File: config.mk
export PLATFORM = sky130hd
export DESIGN_NAME = idle_power_sequencer
export DESIGN_NICKNAME = d
export VERILOG_FILES = /design/src/rtl/idle_seq_pkg.sv /design/src/rtl/idle_step_timer.sv /design/src/rtl/idle_state_fsm.sv /design/src/rtl/idle_vf_select.sv /design/src/rtl/idle_power_sequencer.sv
export SDC_FILE = /design/constraint.sdc
export NUM_CORES = 1
export LEC_CHECK = 0
export BUFFER_PORTS_ARGS = -buffer_cell sky130_fd_sc_hd__buf_2
export CORE_ASPECT_RATIO = 0.7
export CORE_UTILIZATION = 35
export DETAILED_ROUTE_END_ITERATION = 10
export PLACE_DENSITY_LB_ADDON = 0.12
export SLEW_MARGIN = 20
export SYNTH_ARGS = -nofsm -noshare
export SYNTH_HDL_FRONTEND = slang
export SYNTH_SLANG_ARGS = --single-unit
File: constraint.sdc
create_clock -name clk -period 2.5 [get_ports clk]
set_clock_uncertainty 0.1 [all_clocks]
set_input_delay 0.25 -clock clk [delete_from_list [all_inputs] [get_ports clk]]
set_output_delay 0.25 -clock clk [all_outputs]
set_load 0.05 [all_outputs]
File: src/rtl/idle_seq_pkg.sv
// Shared state encoding and state classification helpers for the idle
// power sequencer. Assumes at most 16 states (4-bit code).
package idle_seq_pkg;

    typedef enum logic [3:0] {
        PS_RUN      = 4'd0,
        PS_HALT     = 4'd1,
        PS_CLKSTOP  = 4'd2,
        PS_MGMT     = 4'd3,
        PS_RATIO_DN = 4'd4,
        PS_VOLT_DN  = 4'd5,
        PS_DEEP     = 4'd6,
        PS_VOLT_UP  = 4'd7,
        PS_RATIO_UP = 4'd8
    } pstate_t;

    // States that wait on the step timer
    function automatic logic is_step(pstate_t s);
        return (s == PS_RATIO_DN) || (s == PS_VOLT_DN) ||
               (s == PS_VOLT_UP)  || (s == PS_RATIO_UP);
    endfunction

    // States that belong to the deep idle excursion
    function automatic logic is_deep_path(pstate_t s);
        return is_step(s) || (s == PS_DEEP);
    endfunction

    // States in which the core runs at the low ratio
    function automatic logic uses_low_ratio(pstate_t s);
        return (s == PS_RATIO_DN) || (s == PS_VOLT_DN) ||
               (s == PS_DEEP)     || (s == PS_VOLT_UP);
    endfunction

    // States in which the voltage code is low
    function automatic logic uses_low_volt(pstate_t s);
        return (s == PS_VOLT_DN) || (s == PS_DEEP);
    endfunction

    // Idle states that answer snoops
    function automatic logic answers_snoop(pstate_t s);
        return (s == PS_HALT) || (s == PS_DEEP);
    endfunction

endpackage

File: src/rtl/idle_step_timer.sv
// Step timer: counts cycles since the current ratio/voltage step began and
// reports completion after the settle count, or at once on an acknowledge.
// Assumes cfg_settle is held stable while a step is running.
module idle_step_timer #(
    parameter int SETTLE_W = 8
) (
    input  logic                clk,
    input  logic                rst_n,
    input  logic                start,
    input  logic                in_step,
    input  logic [SETTLE_W-1:0] settle,
    input  logic                ack,
    output logic                done
);

    logic [SETTLE_W-1:0] cnt_q;

    // Restart on a new step, otherwise count up to the settle limit
    always_ff @(posedge clk) begin
        if (!rst_n)            cnt_q <= '0;
        else if (start)        cnt_q <= '0;
        else if (cnt_q < settle) cnt_q <= cnt_q + 1'b1;
    end

    // Step ends once the count is reached or the acknowledge arrives
    always_comb done = in_step && ((cnt_q >= settle) || ack);

    assert_count_bounded_R10: assert property (@(posedge clk) disable iff (!rst_n)
        ($past(start) && !start && $stable(settle)) |-> (cnt_q <= settle));

endmodule

File: src/rtl/idle_state_fsm.sv
// Package idle state machine: decides idle entry from the per-core halt
// flags, handles break events, stop-clock and the management return, and
// sequences the deep idle steps. Breaks seen while entering deep idle are
// held until entry completes. Assumes break lines are level inputs sampled
// on each clock edge.
module idle_state_fsm
    import idle_seq_pkg::*;
#(
    parameter int NUM_CORES = 2
) (
    input  logic                 clk,
    input  logic                 rst_n,
    input  logic [NUM_CORES-1:0] halt_req,
    input  logic                 ext_en,
    input  logic                 brk_mgmt,
    input  logic                 brk_init,
    input  logic                 brk_nmi,
    input  logic                 brk_irq,
    input  logic                 stop_clk,
    input  logic                 mgmt_return,
    input  logic                 return_to_halt,
    input  logic                 step_done,
    output pstate_t              state,
    output logic                 step_start,
    output logic                 in_step
);

    pstate_t nxt;
    logic    wake, any_brk, all_halted;
    logic    brk_pend_q, mgmt_pend_q;

    // Break and halt summaries
    always_comb begin
        wake       = brk_init | brk_nmi | brk_irq;
        any_brk    = wake | brk_mgmt;
        all_halted = &halt_req;
    end

    // Next-state decision
    always_comb begin
        nxt = state;
        unique case (state)
            PS_RUN:      if (all_halted && !any_brk)
                             nxt = ext_en ? PS_RATIO_DN : PS_HALT;
            PS_HALT:     if (brk_mgmt)      nxt = PS_MGMT;
                         else if (wake)     nxt = PS_RUN;
                         else if (stop_clk) nxt = PS_CLKSTOP;
            PS_CLKSTOP:  if (!stop_clk)     nxt = PS_HALT;
            PS_MGMT:     if (mgmt_return)
                             nxt = return_to_halt ? PS_HALT : PS_RUN;
            PS_RATIO_DN: if (step_done)     nxt = PS_VOLT_DN;
            PS_VOLT_DN:  if (step_done)
                             nxt = (brk_pend_q || any_brk) ? PS_VOLT_UP : PS_DEEP;
            PS_DEEP:     if (any_brk)       nxt = PS_VOLT_UP;
            PS_VOLT_UP:  if (step_done)     nxt = PS_RATIO_UP;
            PS_RATIO_UP: if (step_done)
                             nxt = (mgmt_pend_q || brk_mgmt) ? PS_MGMT : PS_RUN;
            default:     nxt = PS_RUN;
        endcase
    end

    // Step timer control
    always_comb begin
        step_start = is_step(nxt) && (nxt != state);
        in_step    = is_step(state);
    end

    // State register
    always_ff @(posedge clk) begin
        if (!rst_n) state <= PS_RUN;
        else        state <= nxt;
    end

    // Hold breaks that arrive during deep-idle entry
    always_ff @(posedge clk) begin
        if (!rst_n)
            brk_pend_q <= 1'b0;
        else if (state == PS_VOLT_DN && step_done)
            brk_pend_q <= 1'b0;
        else if ((state == PS_RATIO_DN || state == PS_VOLT_DN) && any_brk)
            brk_pend_q <= 1'b1;
    end

    // Remember a management interrupt seen anywhere on the deep path
    always_ff @(posedge clk) begin
        if (!rst_n)
            mgmt_pend_q <= 1'b0;
        else if (state == PS_RATIO_UP && step_done)
            mgmt_pend_q <= 1'b0;
        else if (is_deep_path(state) && brk_mgmt)
            mgmt_pend_q <= 1'b1;
    end

    assert_entry_needs_all_halted_R2: assert property (@(posedge clk) disable iff (!rst_n)
        ($past(state) == PS_RUN && state != PS_RUN) |-> $past(&halt_req));

    assert_volt_dn_after_ratio_R8: assert property (@(posedge clk) disable iff (!rst_n)
        (state == PS_VOLT_DN) |->
            ($past(state) == PS_RATIO_DN || $past(state) == PS_VOLT_DN));

    assert_ratio_up_after_volt_R9: assert property (@(posedge clk) disable iff (!rst_n)
        (state == PS_RATIO_UP) |->
            ($past(state) == PS_VOLT_UP || $past(state) == PS_RATIO_UP));

    assert_deep_skipped_on_held_break_R11: assert property (@(posedge clk) disable iff (!rst_n)
        (state == PS_DEEP && $past(state) != PS_DEEP) |->
            ($past(state) == PS_VOLT_DN && !$past(brk_pend_q)));

    assert_clkstop_only_from_halt_R6: assert property (@(posedge clk) disable iff (!rst_n)
        (state == PS_CLKSTOP && $past(state) != PS_CLKSTOP) |-> ($past(state) == PS_HALT));

endmodule

File: src/rtl/idle_vf_select.sv
// Operating point and snoop stage: picks the core ratio and voltage code
// for the current state and registers the snoop acknowledge. Assumes the
// configuration inputs are static while the package is idle.
module idle_vf_select
    import idle_seq_pkg::*;
#(
    parameter int RATIO_W = 6,
    parameter int VOLT_W  = 8
) (
    input  logic               clk,
    input  logic               rst_n,
    input  pstate_t            state,
    input  logic               snoop_req,
    input  logic [RATIO_W-1:0] cfg_norm_ratio,
    input  logic [RATIO_W-1:0] cfg_low_ratio,
    input  logic [VOLT_W-1:0]  cfg_norm_volt,
    input  logic [VOLT_W-1:0]  cfg_low_volt,
    output logic [RATIO_W-1:0] core_ratio,
    output logic [VOLT_W-1:0]  core_volt,
    output logic               snoop_ack
);

    // Operating point for the current state
    always_comb begin
        core_ratio = uses_low_ratio(state) ? cfg_low_ratio : cfg_norm_ratio;
        core_volt  = uses_low_volt(state)  ? cfg_low_volt  : cfg_norm_volt;
    end

    // Acknowledge snoops that arrive in an idle state
    always_ff @(posedge clk) begin
        if (!rst_n) snoop_ack <= 1'b0;
        else        snoop_ack <= snoop_req && answers_snoop(state);
    end

    assert_low_volt_needs_low_ratio_R8: assert property (@(posedge clk) disable iff (!rst_n)
        (cfg_low_volt != cfg_norm_volt && core_volt == cfg_low_volt) |->
            (core_ratio == cfg_low_ratio));

    assert_snoop_ack_only_when_asked_R7: assert property (@(posedge clk) disable iff (!rst_n)
        snoop_ack |-> $past(snoop_req));

endmodule

File: src/rtl/idle_power_sequencer.sv
// Top of the two-core idle power sequencer: joins the state machine, the
// step timer and the operating-point stage. Assumes all inputs are
// synchronous to clk.
module idle_power_sequencer
    import idle_seq_pkg::*;
#(
    parameter int NUM_CORES = 2,
    parameter int RATIO_W   = 6,
    parameter int VOLT_W    = 8,
    parameter int SETTLE_W  = 8
) (
    input  logic                 clk,
    input  logic                 rst_n,
    input  logic [NUM_CORES-1:0] halt_req,
    input  logic                 ext_en,
    input  logic                 brk_mgmt,
    input  logic                 brk_init,
    input  logic                 brk_nmi,
    input  logic                 brk_irq,
    input  logic                 stop_clk,
    input  logic                 mgmt_return,
    input  logic                 return_to_halt,
    input  logic                 snoop_req,
    input  logic                 step_ack,
    input  logic [RATIO_W-1:0]   cfg_norm_ratio,
    input  logic [RATIO_W-1:0]   cfg_low_ratio,
    input  logic [VOLT_W-1:0]    cfg_norm_volt,
    input  logic [VOLT_W-1:0]    cfg_low_volt,
    input  logic [SETTLE_W-1:0]  cfg_settle,
    output logic [RATIO_W-1:0]   core_ratio,
    output logic [VOLT_W-1:0]    core_volt,
    output logic                 snoop_ack,
    output logic [3:0]           pkg_state
);

    pstate_t state;
    logic    step_start, in_step, step_done;

    idle_state_fsm #(.NUM_CORES(NUM_CORES)) u_fsm (
        .clk            (clk),
        .rst_n          (rst_n),
        .halt_req       (halt_req),
        .ext_en         (ext_en),
        .brk_mgmt       (brk_mgmt),
        .brk_init       (brk_init),
        .brk_nmi        (brk_nmi),
        .brk_irq        (brk_irq),
        .stop_clk       (stop_clk),
        .mgmt_return    (mgmt_return),
        .return_to_halt (return_to_halt),
        .step_done      (step_done),
        .state          (state),
        .step_start     (step_start),
        .in_step        (in_step)
    );

    idle_step_timer #(.SETTLE_W(SETTLE_W)) u_timer (
        .clk     (clk),
        .rst_n   (rst_n),
        .start   (step_start),
        .in_step (in_step),
        .settle  (cfg_settle),
        .ack     (step_ack),
        .done    (step_done)
    );

    idle_vf_select #(.RATIO_W(RATIO_W), .VOLT_W(VOLT_W)) u_vf (
        .clk            (clk),
        .rst_n          (rst_n),
        .state          (state),
        .snoop_req      (snoop_req),
        .cfg_norm_ratio (cfg_norm_ratio),
        .cfg_low_ratio  (cfg_low_ratio),
        .cfg_norm_volt  (cfg_norm_volt),
        .cfg_low_volt   (cfg_low_volt),
        .core_ratio     (core_ratio),
        .core_volt      (core_volt),
        .snoop_ack      (snoop_ack)
    );

    // Expose the state code
    always_comb pkg_state = state;

endmodule

Word level (Yosys, flattened, before mapping)
Index checks and enable logic that the tools add are counted.
{"block": "totals", "reg_bits": 15, "inputBits": 50, "elab_cells": 71}
{"block": "op_classes", "n_addsub": 1, "magnitude_cmp": 2, "n_eq_ne": 13, "muxes": 18, "bitwise_logic": 4, "n_reduce_logical": 28}
{"operator": "2-to-1 mux 4 bit", "count": 11}
{"operator": "one-hot mux 4 bit (9 select lines)", "count": 1}
{"operator": "equality test 4 x 3 -> 1 bit (second input constant)", "count": 7}
{"operator": "logical OR 1 bit", "count": 14}
{"operator": "adder 8 x 1 -> 8 bit (second input constant)", "count": 1}
{"operator": "equality test 4 x 2 -> 1 bit (second input constant)", "count": 2}
{"operator": "equality test 4 bit (second input constant)", "count": 2}
{"operator": "greater-or-equal comparator 8 bit", "count": 1}
{"operator": "logical AND 1 bit", "count": 8}
{"operator": "< comparator 8 bit", "count": 1}
{"operator": "2-to-1 mux 8 bit", "count": 1}
{"operator": "2-to-1 mux 6 bit", "count": 1}
{"operator": "OR reduction 2 bit", "count": 3}
{"operator": "equality test 4 x 1 -> 1 bit (second input constant)", "count": 1}
{"operator": "zero test 4 bit", "count": 1}
{"operator": "inequality test 4 bit", "count": 1}
{"operator": "2-to-1 mux 3 bit", "count": 1}
{"operator": "bitwise OR 1 bit", "count": 3}
{"operator": "2-to-1 mux 1 bit", "count": 2}
{"operator": "2-to-1 mux 2 bit", "count": 1}
{"operator": "AND reduction 2 bit", "count": 1}
{"operator": "zero test 1 bit", "count": 1}
{"operator": "inverter 1 bit", "count": 1}

Longest topological paths before layout
{"block": "logic_depth", "ltp_word": 13, "mapped_depth": 11, "mapped_depth_nobuf": 10}

Hierarchy
From an unflattened synthesis, not the netlist that was laid out.
{"block": "unflattened", "hier_cells": 181, "area_unflattened_um2": 1491.4}
{"mod": "idle_step_timer", "n_inst": 1, "cells_per_inst": 74, "area_per_inst_um2": 608.1, "seq_area_each_um2": 160.2}
{"mod": "idle_state_fsm", "n_inst": 1, "cells_per_inst": 82, "area_per_inst_um2": 590.6, "seq_area_each_um2": 120.1}
{"mod": "idle_vf_select", "n_inst": 1, "cells_per_inst": 25, "area_per_inst_um2": 292.8, "seq_area_each_um2": 20.0}

Worst setup path after synthesis
No wires, ideal clock.
{"block": "synth_timing", "path_kind": "register to register", "start": "register u_fsm.state[3]", "end": "register u_timer.cnt_q[1]", "setup_time_ns": 0.134, "t_arrival_ns": 2.292, "required_time_ns": 2.266, "path_slack_ns": -0.026, "stages_incl_launch_ff": 9, "n_path_buf": 1, "path_cell_list": "dfxtp_1 buf_2 nor3_1 o311a_1 a311oi_1 o211a_1 o311ai_4 a221oi_4 nor3b_2"}
{"block": "synth_via", "elab_chain_cells": 13, "elab_cells_between_ends": 35, "cone_classes": "eq/ne (13); mux (12); reduce/logical (10)"}
{"element": "start, declared", "line_no": "idle_state_fsm.sv:23", "rtl": "output pstate_t state,"}
{"element": "start signal, assigned", "line_no": "idle_state_fsm.sv:71", "rtl": "else state <= nxt;"}
{"element": "equality test 4 x 3 -> 1 bit", "line_no": "idle_seq_pkg.sv:19, idle_state_fsm.sv:42"}
{"element": "logical OR 1 bit (2 in series)", "line_no": "idle_seq_pkg.sv:19", "rtl": "return (s == PS_RATIO_DN) || (s == PS_VOLT_DN) ||"}
{"element": "logical OR 1 bit", "line_no": "idle_seq_pkg.sv:20", "rtl": "(s == PS_VOLT_UP) || (s == PS_RATIO_UP);"}
{"element": "logical AND 1 bit", "line_no": "idle_step_timer.sv:26", "rtl": "always_comb done = in_step && ((cnt_q >= settle) || ack);"}
{"element": "2-to-1 mux 4 bit, on equally long branches"}
{"element": "one-hot mux 4 bit (9 select lines)", "line_no": "idle_state_fsm.sv:42", "rtl": "unique case (state)"}
{"element": "equality test 4 x 3 -> 1 bit", "line_no": "idle_seq_pkg.sv:19"}
{"element": "logical OR 1 bit (2 in series)", "line_no": "idle_seq_pkg.sv:19"}
{"element": "logical OR 1 bit", "line_no": "idle_seq_pkg.sv:20"}
{"element": "logical AND 1 bit *", "line_no": "idle_state_fsm.sv:64", "rtl": "step_start = is_step(nxt) && (nxt != state);"}
{"element": "OR reduction 2 bit (no line) *"}
{"element": "end signal, assigned", "line_no": "idle_step_timer.sv:22", "rtl": "else if (cnt_q < settle) cnt_q <= cnt_q + 1'b1;"}
{"element": "end, declared", "line_no": "idle_step_timer.sv:16", "rtl": "logic [SETTLE_W-1:0] cnt_q;"}
Every way passes the cells marked *; elsewhere a longest branch is shown, timed or not.
A chain may end at the register's enable or synchronous reset.

Worst setup path in the final report
{"block": "layout_timing", "start": "register u_timer.cnt_q[1]", "end": "register u_timer.cnt_q[1]"}
{"block": "layout_via", "elab_chain_cells": 11, "elab_cells_between_ends": 20, "cone_classes": "add/sub (1); order compare (2); eq/ne (5); mux (5); reduce/logical (7)"}
{"element": "greater-or-equal comparator 8 bit", "line_no": "idle_step_timer.sv:26"}
{"element": "logical OR 1 bit", "line_no": "idle_step_timer.sv:26"}
{"element": "logical AND 1 bit", "line_no": "idle_step_timer.sv:26"}
{"element": "2-to-1 mux 4 bit, on equally long branches"}
{"element": "one-hot mux 4 bit (9 select lines)", "line_no": "idle_state_fsm.sv:42"}
{"element": "equality test 4 x 3 -> 1 bit", "line_no": "idle_seq_pkg.sv:19"}
{"element": "logical OR 1 bit (2 in series)", "line_no": "idle_seq_pkg.sv:19"}
{"element": "logical OR 1 bit", "line_no": "idle_seq_pkg.sv:20"}
{"element": "logical AND 1 bit", "line_no": "idle_state_fsm.sv:64"}
{"element": "OR reduction 2 bit (no line)"}
Several ways; a longest one is shown, not always the timed one.

==> flow_summary.toml <==
[global_route]
grt.total_usage_pct = 20.2
grt_pass1_wl_um = 6700
grt_max_degree = 16
grt_pass1_vias = 1419
antenna_found_initial = 0
overflow = 0

[timing]
hold_viol = 0
max_freq_ghz = 0.402
timing.hold.ws_ps = 163
tightest_slew_ps = 487
post-route-min-period_ps = 2490
layout_worst_path_cycle_share_pct = 99.6
slew_violations = 0
rsz0062_at_grt = "true"
slew-limit-headroom_pct = 67.2
setup_viol_count_final = 0

[cts]
clock_latency_ps = 250
clk_path_buf_depth = 2
numCtsBuffers = 3
cts_tree = "built"
cts.sinks = 15
clkTransAtPathRegs_ps = 60
cts_max_level = 1
root_buffer = "clkbuf_8"

[routing]
drt_first_pass_iters = 4
drt-total-wl_um = 4340
drc = 0
vias = 1746
ant_nets = 0
routed_via_density = 5.24
drt_iter0_markers = 115
wl_per_cell_um = 13.0

[yosys]
ys_top_cells_by_count = "nand2_1 (30), nor2_1 (20), dfxtp_1 (15)"
async_flop_share_pct = 0
syn_avg_cell_area_um2 = 7.60
ys_seq_elements = 15
post-synth-top-count-cell = "nand2_1"
ys.flop_type = "dfxtp_1"
synth.distinct_cells = 44
synth.largest_area_cell = "dfxtp_1"
yosysSeqAreaShare_pct = 21.2
synth_top_area_share_pct = 21.2
synth_edf_count = 0
yosysWarningCount = 0
synthTopCellsByArea = "dfxtp_1 (21%), ha_1 (8.0%), nand2_1 (8.0%)"
syn_area_mm2 = 0.00141
syn_inst = 186
syn-num-nets = 245

[worst_setup_path]
r2r_cells = 10
critPathRequiredTime_ps = 2580
max_stage_delay_ps = 370
path_max_fanout = 4
worst-path-buf-inv = 1
cp_slowest_cell = "or3_4"
endpoint = "u_timer.cnt_q[1]"
r2r_end = "u_timer.cnt_q[1]"
r2r_start = "u_timer.cnt_q[1]"
cp_num_cells = 10
critPathKind = "register to register"
path_cells = "ha_4, nor2b_4, o211ai_2, a31oi_2, or3_4, a21o_1, o311ai_4, a221oi_4, buf_6, nor3b_2"
worstSetupStartpoint = "u_timer.cnt_q[1]"
arrival_ps = 2570
reg2reg_setup_slack_ps = 10
startpoint_type = "register"
critical_path.endpoint_type = "register"
crit_family = "compound AO/OA/AOI/OAI gates"

[floorplanning]
initial_core_util_pct = 38.3
dieWidth_um = 78.0
die_area_mm2 = 0.00430
ioPinCount = 69
die_h_um = 55.2
num_rows = 18
core_area_mm2 = 0.00369

[final_layout]
drive_gt1_share_pct = 50.9
fin_util_pct = 59.8
area_growth_pct = 56.1
diodes = 0
num-nets-final = 343
fillCellCount = 336

[power]
p_sw_mw = 0.209
p_seq_share_pct = 38.0
ir_drop_v = 0.000260
power.internal_mw = 0.446
power_density_mw_per_mm2 = 297
comb_power_share_pct = 31.1
p_leak_nw = 1.06
power_frac_clock_pct = 30.8
swShare_pct = 31.9

[status]
status = "finished clean"

[placed_design]
port_buffers = 68
gp_congestion = 0.849
dp_hpwl_um = 3390

[hold_path]
hp-start = "ext_en"
hp-class = "input port to register"
whs_path_depth = 3

[job]
cap_violations = 0
-- power by group through the flow --
stage | Sequential (mW) | Combinational [mW] | Clock (mW)
final | 0.249 | 0.204 | 0.202
after CTS | 0.249 | 0.193 | 0.205
after global placement | 0.253 | 0.185 | 0
after global routing | 0.249 | 0.219 | 0.215
after detailed placement | 0.253 | 0.188 | 0
after floorplan | 0.254 | 0.109 | 0
-- worst min path at each step --
stage and end:
4_1_cts u_fsm.state[2], 2_1_floorplan u_fsm.state[2], 5_1_grt u_fsm.state[2], 3_5_place_dp u_fsm.state[2], 6_report u_fsm.state[2], 3_3_place_gp u_fsm.state[2]
-- layout make-up --
class / count / area, um2 / area share (%)
inverters: 10 / 37.5 / 1.70
clock buffers: 3 / 41.3 / 1.87
multi-input cells: 153 / 1160 / 52.4
flip-flops and latches: 15 / 308 / 13.9
repair buffers: 101 / 596 / 27.0
well taps: 50 / 62.6 / 2.83
clock inverters: 1 / 5.00 / 0.227
-- routing by layer --
metal	track usage, %	routed length, um	share of wire [%]	vias to the layer above
li1	-	-	-	859
met1	29.3	2030	47	776
met2	32.2	1810	42	109
met3	3.93	493	11	2
met4	1.85	8	0.18	0
met5	0	0	0	-
-- stage by stage --
stage	total power [mW]	area, um2	cells	setup TNS (ps)	worst slack [ps]
after floorplan	0.363	1420	186	0	3.34
after detailed placement	0.441	2000	325	-771	-149
after CTS	0.647	2080	329	0	12.0
after global routing	0.683	2210	333	-154	-58.4
final	0.655	2210	333	0	10.4
after global placement	0.438	2000	325	-427	-96.2
-- logic make-up (layout without fill, tap and decap cells) --
family          after synthesis  count (layout)  synth area share [%]
compound gates               41              41                  22.2
xor+xnor                      7               7                  4.34
fa+ha+maj                     9               9                  7.96
buf+inv                      18             115                  5.49
flops                        15              15                  21.2
mux                           9               9                  7.08
simple gates                 87              87                  31.7
-- sequential cells by signal, summed over array words and instances, names as in the netlist --
register	flops
u_fsm.state	4
u_vf.snoop_ack	1
u_timer.cnt_q	8
u_fsm.brk_pend_q	1
u_fsm.mgmt_pend_q	1
-- repair_timing --
item                                    4_1_cts  5_1_grt
endpoints found under the setup margin        8       16
pin swaps                                     1        3
hold buffers                                  0        0
buffers inserted                              0        4
gates resized for setup                       7       16
hold endpoints to repair                      0        0
-- layout by cell type (no fill, tap or decap), types with 2 or more instances in the layout --
cell,n
buf_2,68
buf_4,31
nand2_1,30
nor2_1,19
a21oi_1,10
inv_1,9
dfxtp_1,9
mux2_2,8
nor3_1,6
o21ai_0,6
dfxtp_2,6
ha_1,5
nand3_1,4
nand4_1,4
xnor2_1,4
ha_4,4
nor2b_1,3
nand2b_1,3
nor4_1,3
a31oi_1,3
nor3b_2,3
xor2_1,3
clkbuf_8,3
o21ai_2,2
a21oi_2,2
or3_1,2
and3_1,2
and4b_1,2
a21boi_0,2
buf_6,2
-- tightest hold or removal path, stage by stage --
cell and delay, ps:
buf_2 110, nand3_1 60, a21oi_1 60
Note: power is estimated with default switching activity, not from simulation.
